===== src/rtl/ltc_pkg.sv =====
// Shared constants and types for the link test pattern checker.
package ltc_pkg;
    localparam int CHAR_W = 8;
    localparam int LANES  = 4;
    localparam int WORD_W = CHAR_W * LANES;

    // Control code from its x.y notation.
    function automatic logic [CHAR_W-1:0] kcode(input int x, input int y);
        return CHAR_W'((y << 5) | x);
    endfunction

    localparam logic [CHAR_W-1:0] K_SOP   = kcode(27, 7);
    localparam logic [CHAR_W-1:0] K_EOP   = kcode(29, 7);
    localparam logic [CHAR_W-1:0] K_MARK  = kcode(28, 3);
    localparam logic [CHAR_W-1:0] K_COMMA = kcode(28, 5);
    localparam logic [CHAR_W-1:0] K_ALIGN = kcode(28, 1);
    localparam logic [CHAR_W-1:0] D_TAIL  = 8'hB5;
    localparam logic [WORD_W-1:0] IDLE_DATA = {D_TAIL, K_ALIGN, K_ALIGN, K_COMMA};
    localparam logic [LANES-1:0]  IDLE_K    = 4'b0111;
    localparam logic [CHAR_W-1:0] TYPE_TEST = 8'h04;

    typedef enum logic [1:0] {
        ST_HUNT  = 2'd0,
        ST_TYPE  = 2'd1,
        ST_COUNT = 2'd2,
        ST_SKIP  = 2'd3
    } chk_state_t;
endpackage


===== src/rtl/ltc_seq_check.sv =====
// Packet framer and counter-pattern checker.
// Hunts for a voted start character, decodes the type word, then either
// checks counter words or skips to the voted end character. Emits one-cycle
// increment strobes for the good, bad and word-error counters.
module ltc_seq_check
    import ltc_pkg::*;
(
    input  logic              clk,
    input  logic              rst_n,
    input  logic              v_valid,
    input  logic [CHAR_W-1:0] v_char,
    input  logic              v_k,
    input  logic [WORD_W-1:0] v_data,
    input  logic [LANES-1:0]  v_kraw,
    output logic              inc_good,
    output logic              inc_bad,
    output logic              inc_werr
);
    localparam int EXP_W = CHAR_W + 1;
    localparam logic [EXP_W-1:0] EXP_END = EXP_W'(1 << CHAR_W);

    chk_state_t        state, state_nx;
    logic [EXP_W-1:0]  expv, expv_nx;
    logic              bad, bad_nx;
    logic [WORD_W-1:0] exp_word;
    logic              is_sop, is_eop, is_test;

    // Expected bytes: lane i holds the counter plus i.
    always_comb begin
        for (int i = 0; i < LANES; i++)
            exp_word[i*CHAR_W +: CHAR_W] = expv[CHAR_W-1:0] + CHAR_W'(i);
    end

    // Voted character classification.
    always_comb begin
        is_sop  = v_k && (v_char == K_SOP);
        is_eop  = v_k && (v_char == K_EOP);
        is_test = !v_k && (v_char == TYPE_TEST);
    end

    // Next-state and strobe logic.
    always_comb begin
        state_nx = state;
        expv_nx  = expv;
        bad_nx   = bad;
        inc_good = 1'b0;
        inc_bad  = 1'b0;
        inc_werr = 1'b0;
        if (v_valid) begin
            unique case (state)
                ST_HUNT: if (is_sop) state_nx = ST_TYPE;
                ST_TYPE: begin
                    if (is_eop)       state_nx = ST_HUNT;
                    else if (is_test) begin
                        state_nx = ST_COUNT;
                        expv_nx  = '0;
                        bad_nx   = 1'b0;
                    end else          state_nx = ST_SKIP;
                end
                ST_COUNT: begin
                    if (is_eop) begin
                        state_nx = ST_HUNT;
                        if (expv == EXP_END && !bad) inc_good = 1'b1;
                        else                         inc_bad  = 1'b1;
                    end else if (expv == EXP_END) begin
                        state_nx = ST_HUNT;
                        inc_bad  = 1'b1;
                    end else begin
                        if (v_data != exp_word || v_kraw != '0) begin
                            inc_werr = 1'b1;
                            bad_nx   = 1'b1;
                        end
                        expv_nx = expv + EXP_W'(LANES);
                    end
                end
                ST_SKIP: if (is_eop) state_nx = ST_HUNT;
                default: state_nx = ST_HUNT;
            endcase
        end
    end

    // State registers.
    always_ff @(posedge clk) begin
        if (!rst_n) begin
            state <= ST_HUNT;
            expv  <= '0;
            bad   <= 1'b0;
        end else begin
            state <= state_nx;
            expv  <= expv_nx;
            bad   <= bad_nx;
        end
    end
endmodule


===== config.mk =====
export PLATFORM = sky130hd
export DESIGN_NAME = ltc_seq_check
export DESIGN_NICKNAME = d
export VERILOG_FILES = /design/src/rtl/ltc_pkg.sv /design/src/rtl/ltc_seq_check.sv
export SDC_FILE = /design/constraint.sdc
export NUM_CORES = 1
export LEC_CHECK = 0
export BUFFER_PORTS_ARGS = -buffer_cell sky130_fd_sc_hd__buf_2
export CAP_MARGIN = 20
export CORE_UTILIZATION = 48
export CTS_BUF_LIST = sky130_fd_sc_hd__clkbuf_8
export CTS_CLUSTER_SIZE = 24
export DETAILED_ROUTE_END_ITERATION = 7
export GPL_TIMING_DRIVEN = 1
export MAX_ROUTING_LAYER = met4
export PLACE_DENSITY = 0.89
export SLEW_MARGIN = 10
export SYNTH_ARGS = -nofsm -noshare
export SYNTH_HDL_FRONTEND = slang
export SYNTH_SLANG_ARGS = --single-unit
export TNS_END_PERCENT = 5

===== constraint.sdc =====
create_clock -name clk -period 2.9 [get_ports clk]
set_input_delay 0.29 -clock clk [delete_from_list [all_inputs] [get_ports clk]]
set_output_delay 0.29 -clock clk [all_outputs]
set_load 0.005 [all_outputs]

==> reports/qor.txt, run 1 <==
Mux cell area share after synthesis: 0.03380
Num CTS Buffers: 3
WP data required: 2.61 ns
Syn_nets: 164
Fmax: 0.4337 GHz
Fin cells: 191
Post-synth EDFFs: 0
Startpoint types: flip-flop
Pwr dens: 307.3 nW/um2
Clock Sinks: 10
Netlist cell types: 44
Max H-tree Level: 1
Clock Path Buffers: 2
GRT overflow: 0
Status: finished, final reports clean
Gp weighted congestion: 0.8870
Residual DRC: 0
Final Power: 374.5 uW
Antenna Violating Nets Remaining: 0
Clock latency on the worst-skew pair: 0.24 ns
Post-CTS sizing: 0
Largest family of logic cells by synthesized area: simple AND/OR/NAND/NOR gates
Initial DRC Count: 49
Mapped Area: 888.4 um2
Peak supply drop: 292.2 uV
Minimum clock period: 2.306 ns
R2R Setup Slk: 0.87 ns
Critical path class: reg2out
Root Buffer: clkbuf_8
Relative slew slack: 0.4820
Num ports: 51
Mapped Cells: 114
Crit path capture type: primary output
Post-CTS Setup Inserts: 0
Final period util: 0.7951
DP HPWL: 2.014 mm
Synth top area share: 0.2254
Seq/Total Area, Yosys: 0.2254
Worst Setup Slack, final: 0.5943 ns
Placed inst area: 1164 um2
Critical path cell sequence: nor4_1, o22ai_1, or4_1, nor2_1, nor3b_1, buf_2
ANT cells: 0
Main synth FF type: dfxtp_1
Cell Int Power: 290.5 uW
Yosys top cell by area: dfxtp_1
Min-Delay Path Class: in2reg
Rows: 15
Seq pwr share: 0.368
Vias in the first global route: 975
TritonCTS clock tree: done
Clock slew at reported path FFs: 0.05 ns
Final hold vios: 0
Max Cap Viol: 0
Synth Area in Simple Gates: 0.4225
Initial Utilization: 0.5145
Static leakage: 0.5031 nW
Synth area leaders: dfxtp_1 (23%), nor4_1 (4.2%), or4_1 (4.2%)
Largest net degree at the start of global routing: 10
Design Area, Final: 1219 um2
Area growth, synth to finish: 37.18%
Commonest non-fill, non-tap cell in the layout: buf_2
Adder-Cell Fraction of Synth Area: 0.02817
Switching Fraction: 0.2243
Chip Width: 45.02 um
Flops & latches, synth: 10
Vias per inst: 5.921
Setup slack at placement: 0.8479 ns
Clock skew: 0.002284 ns
Top delay family on crit path: simple AND/OR/NAND/NOR gates
Commonest cells after routing, fill and taps aside: buf_2 (50), dfxtp_1 (10), nand2_1 (8)
Total track usage: 0.2674
Slowest cell on the critical path: or4_1
Clk network pwr share: 0.473
Tightest Pin Transition: 0.7662 ns
Syn Area/Cell: 7.793 um2
Hold_ws: 0.3740 ns
Buffers on Ports: 50
Worst EP arrival: 2.02 ns
DR WL/cell: 13.04 um
Initial antenna violation count: 0
Die area: 2027 um2
Max Slew Vio Count: 0
CP max FO: 8
CTS Hold Buffers Added: 0
Yosys warns: 0
Nets: 217
DRT Pass-1 Iters: 4
NetSw: 83.99 uW
Layout cell share with drive strength beyond 1: 0.3675
Die height: 45.02 um
Vias: 1,131
RSZ-0062 raised after global routing: no
Ys async rst share: 0
Final setup fails: 0
CP peak stage delay: 0.57 ns
Filler instances: 154
Xor/xnor share of the synthesized area: 0.01972
WP buf/inv: 1
Global-route wire length before repair: 3.822 mm
Final Util: 0.7058
Cells after DPL: 187
Final TNS setup: 0 ns
Routed WL: 2.490 mm
Logic pwr share: 0.159
Core area: 1727 um2
Synth Area in Compound Gates: 0.2296
path summary, 6_finish.rpt:
check | start | endpoint | cells after the start
max | expv[5] | inc_werr | 6
min | v_valid | state[1] | 3
max reg2reg | state[1] | expv[5] | 5
min reg2reg | bad | bad | 2
power groups by stage:
stage / Combinational (mW) / Sequential, mW / Clock (mW)
after detailed placement: 0.0587 / 0.141 / 0
after floorplan: 0.0187 / 0.140 / 0
after global placement: 0.0560 / 0.141 / 0
final: 0.0594 / 0.138 / 0.177
after CTS: 0.0588 / 0.138 / 0.181
after global routing: 0.0649 / 0.138 / 0.185
sequential cells by signal (all words and copies together), names as in the netlist:
name / cells
expv: 7
state: 2
bad: 1
cell families (layout without fill, tap and decap cells):
logic type / Yosys count / after routing
fa+ha+maj: 2 / 2
xor+xnor: 2 / 2
buf+inv: 9 / 61
flops: 10 / 10
simple gates: 61 / 61
compound gates: 27 / 27
mux: 3 / 3
cell usage after synthesis, types with 3 or more instances:
| library cell | n |
|---|---|
| a21oi_1 | 4 |
| dfxtp_1 | 10 |
| inv_1 | 6 |
| mux2i_1 | 3 |
| nand2_1 | 8 |
| nand3_1 | 6 |
| nand4_1 | 5 |
| nor2_1 | 7 |
| nor3_1 | 5 |
| nor4_1 | 6 |
| o21ai_0 | 5 |
| o311ai_0 | 3 |
| or3_1 | 3 |
| or4_1 | 5 |
cell type report:
cell class	count	area, um2	share of cell area
Timing Repair Buffer	51	257.7	0.2115
Clock buffer	4	55.05	0.04517
Inverter	6	22.52	0.01848
Multi-Input combinational cell	95	651.9	0.5349
Sequential cell	10	200.2	0.1643
Tap cell	25	31.28	0.02567
worst reg2reg max path, cell delays in order (launching register included):
cell and delay [ns]:
dfxtp_1 0.34, or4_4 0.57, nor3_4 0.23, a32oi_2 0.15, or4_1 0.50, a21oi_1 0.16
layer usage:
metal,global-route usage,share of wire,up-vias
li1,-,-,559
met1,0.3027,0.42,521
met2,0.4261,0.50,43
met3,0.08400,0.062,8
met4,0.1273,0.015,0
met5,-,0,-
Note: power is estimated with default switching activity, not from simulation.
==> run 2: changes to the inputs <==
--- a/config.mk
+++ b/config.mk
@@ -5,15 +5,16 @@
 export SDC_FILE = /design/constraint.sdc
 export NUM_CORES = 1
 export LEC_CHECK = 0
+export ABC_AREA = 1
 export BUFFER_PORTS_ARGS = -buffer_cell sky130_fd_sc_hd__buf_2
 export CAP_MARGIN = 20
-export CORE_UTILIZATION = 48
+export CORE_UTILIZATION = 44
 export CTS_BUF_LIST = sky130_fd_sc_hd__clkbuf_8
 export CTS_CLUSTER_SIZE = 24
 export DETAILED_ROUTE_END_ITERATION = 7
 export GPL_TIMING_DRIVEN = 1
 export MAX_ROUTING_LAYER = met4
-export PLACE_DENSITY = 0.89
+export PLACE_DENSITY = 0.81
 export SLEW_MARGIN = 10
 export SYNTH_ARGS = -nofsm -noshare
 export SYNTH_HDL_FRONTEND = slang
==> constraint.sdc (replaced) <==
create_clock -name clk -period 1.86 [get_ports clk]
set_input_delay 0.186 -clock clk [delete_from_list [all_inputs] [get_ports clk]]
set_output_delay 0.186 -clock clk [all_outputs]
set_load 0.005 [all_outputs]
==> run 2 against run 1 <==
Effect of this change: cell area is 21% higher; combinational power is 78% higher; final cell count is 44% higher; largest power group unchanged; highest routed layer unchanged.
==> reports/qor.txt, run 2 <==
Yosys warns: 0
Core area: 2477 um2
Status: finished, final reports clean
Flops & latches, synth: 10
GRT overflow: 0
Peak supply drop: 376.7 uV
WP buf/inv: 2
Synth area leaders: nand2_1 (21%), dfxtp_1 (17%), nor2_1 (8.8%)
Clock skew: 0.005379 ns
Nets: 296
Total track usage: 0.2066
Slowest cell on the critical path: dfxtp_2
Mapped Cells: 193
Synth top area share: 0.2096
Relative slew slack: 0.8433
Final hold vios: 0
Mapped Area: 1146 um2
Most flops, register: expv
Initial Utilization: 0.4626
Area growth, synth to finish: 29.15%
Final period util: 0.9397
CP max FO: 6
Minimum clock period: 1.748 ns
Num CTS Buffers: 3
Netlist cell types: 31
Syn Area/Cell: 5.938 um2
Chip Width: 53.04 um
Final Power: 599.2 uW
Initial DRC Count: 21
Antenna Violating Nets Remaining: 0
Pwr dens: 404.8 nW/um2
Ys async rst share: 0
Clock slew at reported path FFs: 0.05 ns
CP peak stage delay: 0.38 ns
Worst Setup Slack, final: 0.1121 ns
Final setup fails: 0
Commonest non-fill, non-tap cell in the layout: nand2_1
Buffers on Ports: 50
Syn_nets: 243
TritonCTS clock tree: done
Filler instances: 251
Yosys top cell by area: nand2_1
DR WL/cell: 9.542 um
Min-Delay Path Class: in2reg
ANT cells: 0
Most frequent cell after synthesis: nand2_1
DP HPWL: 2.129 mm
Max H-tree Level: 1
Post-synth EDFFs: 0
Critical path class: reg2out
Clock Path Buffers: 2
Setup slack at placement: 0.2265 ns
Largest net degree at the start of global routing: 11
Critical path cell sequence: inv_1, ha_1, nand2_1, nand3b_4, nand3_4, nor3b_1, buf_2
Vias: 1,307
Largest registers: expv (7), state (2), bad (1)
R2R Setup Slk: 0.34 ns
Clock latency on the worst-skew pair: 0.25 ns
Layout cell share with drive strength beyond 1: 0.3143
Top delay family on crit path: simple AND/OR/NAND/NOR gates
Vias per inst: 4.753
Clock Sinks: 10
Final Util: 0.5975
Rows: 18
Max Slew Vio Count: 0
Crit path capture type: primary output
Static leakage: 0.6704 nW
Tightest Pin Transition: 0.2330 ns
Worst EP arrival: 1.56 ns
Initial antenna violation count: 0
WP data required: 1.67 ns
Global-route wire length before repair: 4.146 mm
Residual DRC: 0
Max Cap Viol: 0
Most frequent cells after synthesis: nand2_1 (64), nor2_1 (27), inv_1 (24)
Hold_ws: 0.2108 ns
Routed WL: 2.624 mm
RSZ-0062 raised after global routing: no
Seq/Total Area, Yosys: 0.1747
Num ports: 51
Root Buffer: clkbuf_8
Fmax: 0.5721 GHz
Main synth FF type: dfxtp_1
Die area: 2813 um2
DRT Pass-1 Iters: 4
Final TNS setup: 0 ns
Gp weighted congestion: 0.8891
Commonest cells after routing, fill and taps aside: nand2_1 (64), buf_2 (50), nor2_1 (27)
Startpoint types: flip-flop
Vias in the first global route: 1,061
Max reg flops: 7
Die height: 53.04 um
run 2: cell count changes in the layout (fill, tap and decap cells not counted), moves of 4 or more:
cell	delta
nand2_1	+56
nor2_1	+20
inv_1	+18
a21oi_1	+6
dfxtp_1	-6
xnor2_1	+6
dfxtp_2	+5
nor2_2	+5
nor4_1	-5
or4_1	-5
nand4_1	-4
o21ai_0	+4
run 2: report_power, final:
| part | leakage, nW | internal (mW) | switching [mW] |
|---|---|---|---|
| combinational | 0.558 | 0.0559 | 0.0502 |
| sequential | 0.0839 | 0.213 | 0.000118 |
| clock | 0.0288 | 0.187 | 0.0931 |
run 2: final timing paths:
path                 from  endpoint  cells past startpoint
setup / recovery  expv[3]  inc_werr                      7
hold reg to reg       bad       bad                      2
setup reg to reg  expv[3]   expv[3]                      9
hold / removal      rst_n  state[0]                      3
run 2: worst register-to-register path, stage by stage (launching register included):
cell      delay (ns)
dfxtp_2         0.38
inv_1           0.10
ha_1            0.18
nand2_1         0.06
nand3b_4        0.16
nand3_4         0.11
nand2_4         0.10
nand2_8         0.08
o21ai_2         0.18
nor2_1          0.07
run 2: area by class of cell:
class | instances | area, um2 | area share
clock buffer | 4 | 55.05 | 0.03719
inverter | 26 | 100.1 | 0.06762
timing repair buffer | 51 | 257.7 | 0.1741
multi-input combinational | 154 | 819.5 | 0.5537
sequential | 10 | 210.2 | 0.1420
tap | 30 | 37.54 | 0.02536
run 2: stage by stage:
step / std cells / cell area, um2
after floorplan: 193 / 1146
after global placement: 271 / 1415
after CTS: 275 / 1471
after detailed placement: 271 / 1415
final: 275 / 1480
after global routing: 275 / 1480
run 2: logic make-up after synthesis:
kind of cell / Yosys count / share of synthesized area
fa+ha+maj: 2 / 0.02183
xor+xnor: 10 / 0.07642
simple gates: 120 / 0.5131
buf+inv: 29 / 0.1103
compound gates: 22 / 0.1037
flops: 10 / 0.1747
run 2: metal layers:
layer | vias up | GRT usage | routed length [um]
met5 | - | - | 0
met4 | 0 | 0.1009 | 44
met3 | 5 | 0.02011 | 186
met2 | 45 | 0.3439 | 1123
met1 | 553 | 0.2474 | 1268
li1 | 704 | - | -
run 2: what timing repair did:
item                       4_1_cts  5_1_grt
hold buffers                     0        0
setup endpoints to repair        1        2
buffers inserted                 0        0
resized for setup                1        6
==> run 3: changes to the inputs <==
--- a/config.mk
+++ b/config.mk
@@ -8,13 +8,14 @@
 export ABC_AREA = 1
 export BUFFER_PORTS_ARGS = -buffer_cell sky130_fd_sc_hd__buf_2
 export CAP_MARGIN = 20
-export CORE_UTILIZATION = 44
+export CELL_PAD_IN_SITES_DETAIL_PLACEMENT = 1
+export CELL_PAD_IN_SITES_GLOBAL_PLACEMENT = 1
+export CORE_UTILIZATION = 29
 export CTS_BUF_LIST = sky130_fd_sc_hd__clkbuf_8
 export CTS_CLUSTER_SIZE = 24
 export DETAILED_ROUTE_END_ITERATION = 7
 export GPL_TIMING_DRIVEN = 1
-export MAX_ROUTING_LAYER = met4
-export PLACE_DENSITY = 0.81
+export PLACE_DENSITY = 0.82
 export SLEW_MARGIN = 10
 export SYNTH_ARGS = -nofsm -noshare
 export SYNTH_HDL_FRONTEND = slang
==> run 3 against run 2 <==
Effect of this change: clock skew fell by 0.0041 ns; largest cell class unchanged; final cell count rose by 6.5%; critical path type unchanged; die area rose by 50%; total power fell by 0.51%; via count rose by 2.7%; critical path depth rose by 2; register-to-register slack got worse by 0.04 ns; routed wire length rose by 26%; sequential power fell by 2%.
==> reports/qor.txt, run 3 (synthesized netlist as in run 2, its figures left out) <==
Design Area, Final: 1513 um2
Switching Fraction: 0.2427
DR WL/cell: 11.33 um
Fmax: 0.5657 GHz
Startpoint types: flip-flop
Routed WL: 3.319 mm
Static leakage: 0.6712 nW
Critical path launch point: expv[7]
Seq pwr share: 0.350
Residual DRC: 0
Relative slew slack: 0.8119
Logic pwr share: 0.180
Clk network pwr share: 0.470
Min-Delay Path Class: in2reg
Status: finished, final reports clean
Setup slack at placement: 0.2257 ns
Die area: 4207 um2
Peak supply drop: 227.2 uV
Area of the multi-input gates: 822.0 um2
Final setup fails: 0
Layout cell share with drive strength beyond 1: 0.3184
Slowest cell on the critical path: dfxtp_2
Clock slew at reported path FFs: 0.05 ns
WP data required: 1.67 ns
GRT overflow: 0
Filler instances: 538
Top delay family on crit path: simple AND/OR/NAND/NOR gates
DP HPWL: 2.734 mm
Final period util: 0.9504
WP buf/inv: 2
Cells after DPL: 289
CP peak stage delay: 0.33 ns
CP max FO: 5
Area growth, synth to finish: 31.99%
Pwr dens: 394.1 nW/um2
Core area: 3716 um2
Final Util: 0.4071
Vias per inst: 4.580
Antenna Violating Nets Remaining: 0
Nets: 296
Max H-tree Level: 1
Total track usage: 0.1664
Initial Utilization: 0.3084
Max reg flops: 7
Die height: 64.87 um
Hold Startpoint: rst_n
Minimum clock period: 1.768 ns
Post-CTS Setup Inserts: 0
Max Slew Vio Count: 0
Tightest Pin Transition: 0.2800 ns
Placed inst area: 1438 um2
ANT cells: 0
Post-CTS sizing: 3
Largest net degree at the start of global routing: 11
Num ports: 51
Commonest non-fill, non-tap cell in the layout: nand2_1
Crit path capture type: primary output
Chip Width: 64.87 um
Buffers on Ports: 50
Gp weighted congestion: 0.7571
Clock Path Buffers: 2
Final Power: 596.2 uW
Hold_ws: 0.2102 ns
Worst Setup Slack, final: 0.09232 ns
Clock Sinks: 10
Vias in the first global route: 1,298
Clock skew: 0.001299 ns
Critical path cell sequence: buf_4, xnor2_1, nand2_1, nor2_1, nand2_1, nor2_1, nand2_1, nor3b_1, buf_2
Critical path class: reg2out
Root Buffer: clkbuf_8
Largest registers: expv (7), state (2), bad (1)
Cell Int Power: 451.5 uW
Global-route wire length before repair: 5.388 mm
Commonest cells after routing, fill and taps aside: nand2_1 (64), buf_2 (50), nor2_1 (26)
CTS Hold Buffers Added: 0
Worst r2r src: expv[2]
Rows: 22
Most flops, register: expv
Sequential Area: 217.7 um2
Initial antenna violation count: 0
Fin cells: 293
TritonCTS clock tree: done
DRT Pass-1 Iters: 4
Worst EP arrival: 1.58 ns
RSZ-0062 raised after global routing: no
Clock latency on the worst-skew pair: 0.24 ns
Final hold vios: 0
Final TNS setup: 0 ns
Max Cap Viol: 0
NetSw: 144.7 uW
Crit-path most repeated cell: nand2_1
Vias: 1,342
Initial DRC Count: 28
Num CTS Buffers: 3
run 3: worst min-delay path: cells and delay by family:
family | cells | cell delay, ns
buffers and inverters | 1 | 0.12
AND/OR/NAND/NOR | 2 | 0.10
run 3: final timing paths:
kind | endpoint | cells after the start | slack (ns)
min | state[0] | 3 | 0.21
max | inc_werr | 9 | 0.09
max reg2reg | expv[3] | 9 | 0.30
min reg2reg | bad | 2 | 0.51
run 3: final cells by class:
class                           instances  share of cell area
Multi-Input combinational cell        154              0.5434
Timing Repair Buffer                   51              0.1704
Sequential cell                        10              0.1439
Inverter                               26             0.06617
Tap cell                               48             0.03970
Clock buffer                            4             0.03639
run 3: metal layers:
metal / up-vias / wire length [um] / GRT usage
met3: 8 / 115 / 0.04225
li1: 702 / - / -
met1: 606 / 1475 / 0.1970
met2: 26 / 1674 / 0.2943
met5: - / 0 / 0
met4: 0 / 53 / 0.04167
run 3: power groups by stage:
stage,Combinational [mW],Clock [mW],Sequential [mW]
global placement,0.106,0,0.219
global route,0.122,0.295,0.209
floorplan,0.0451,0,0.219
finish,0.107,0.280,0.209
CTS,0.109,0.281,0.215
detailed placement,0.108,0,0.219
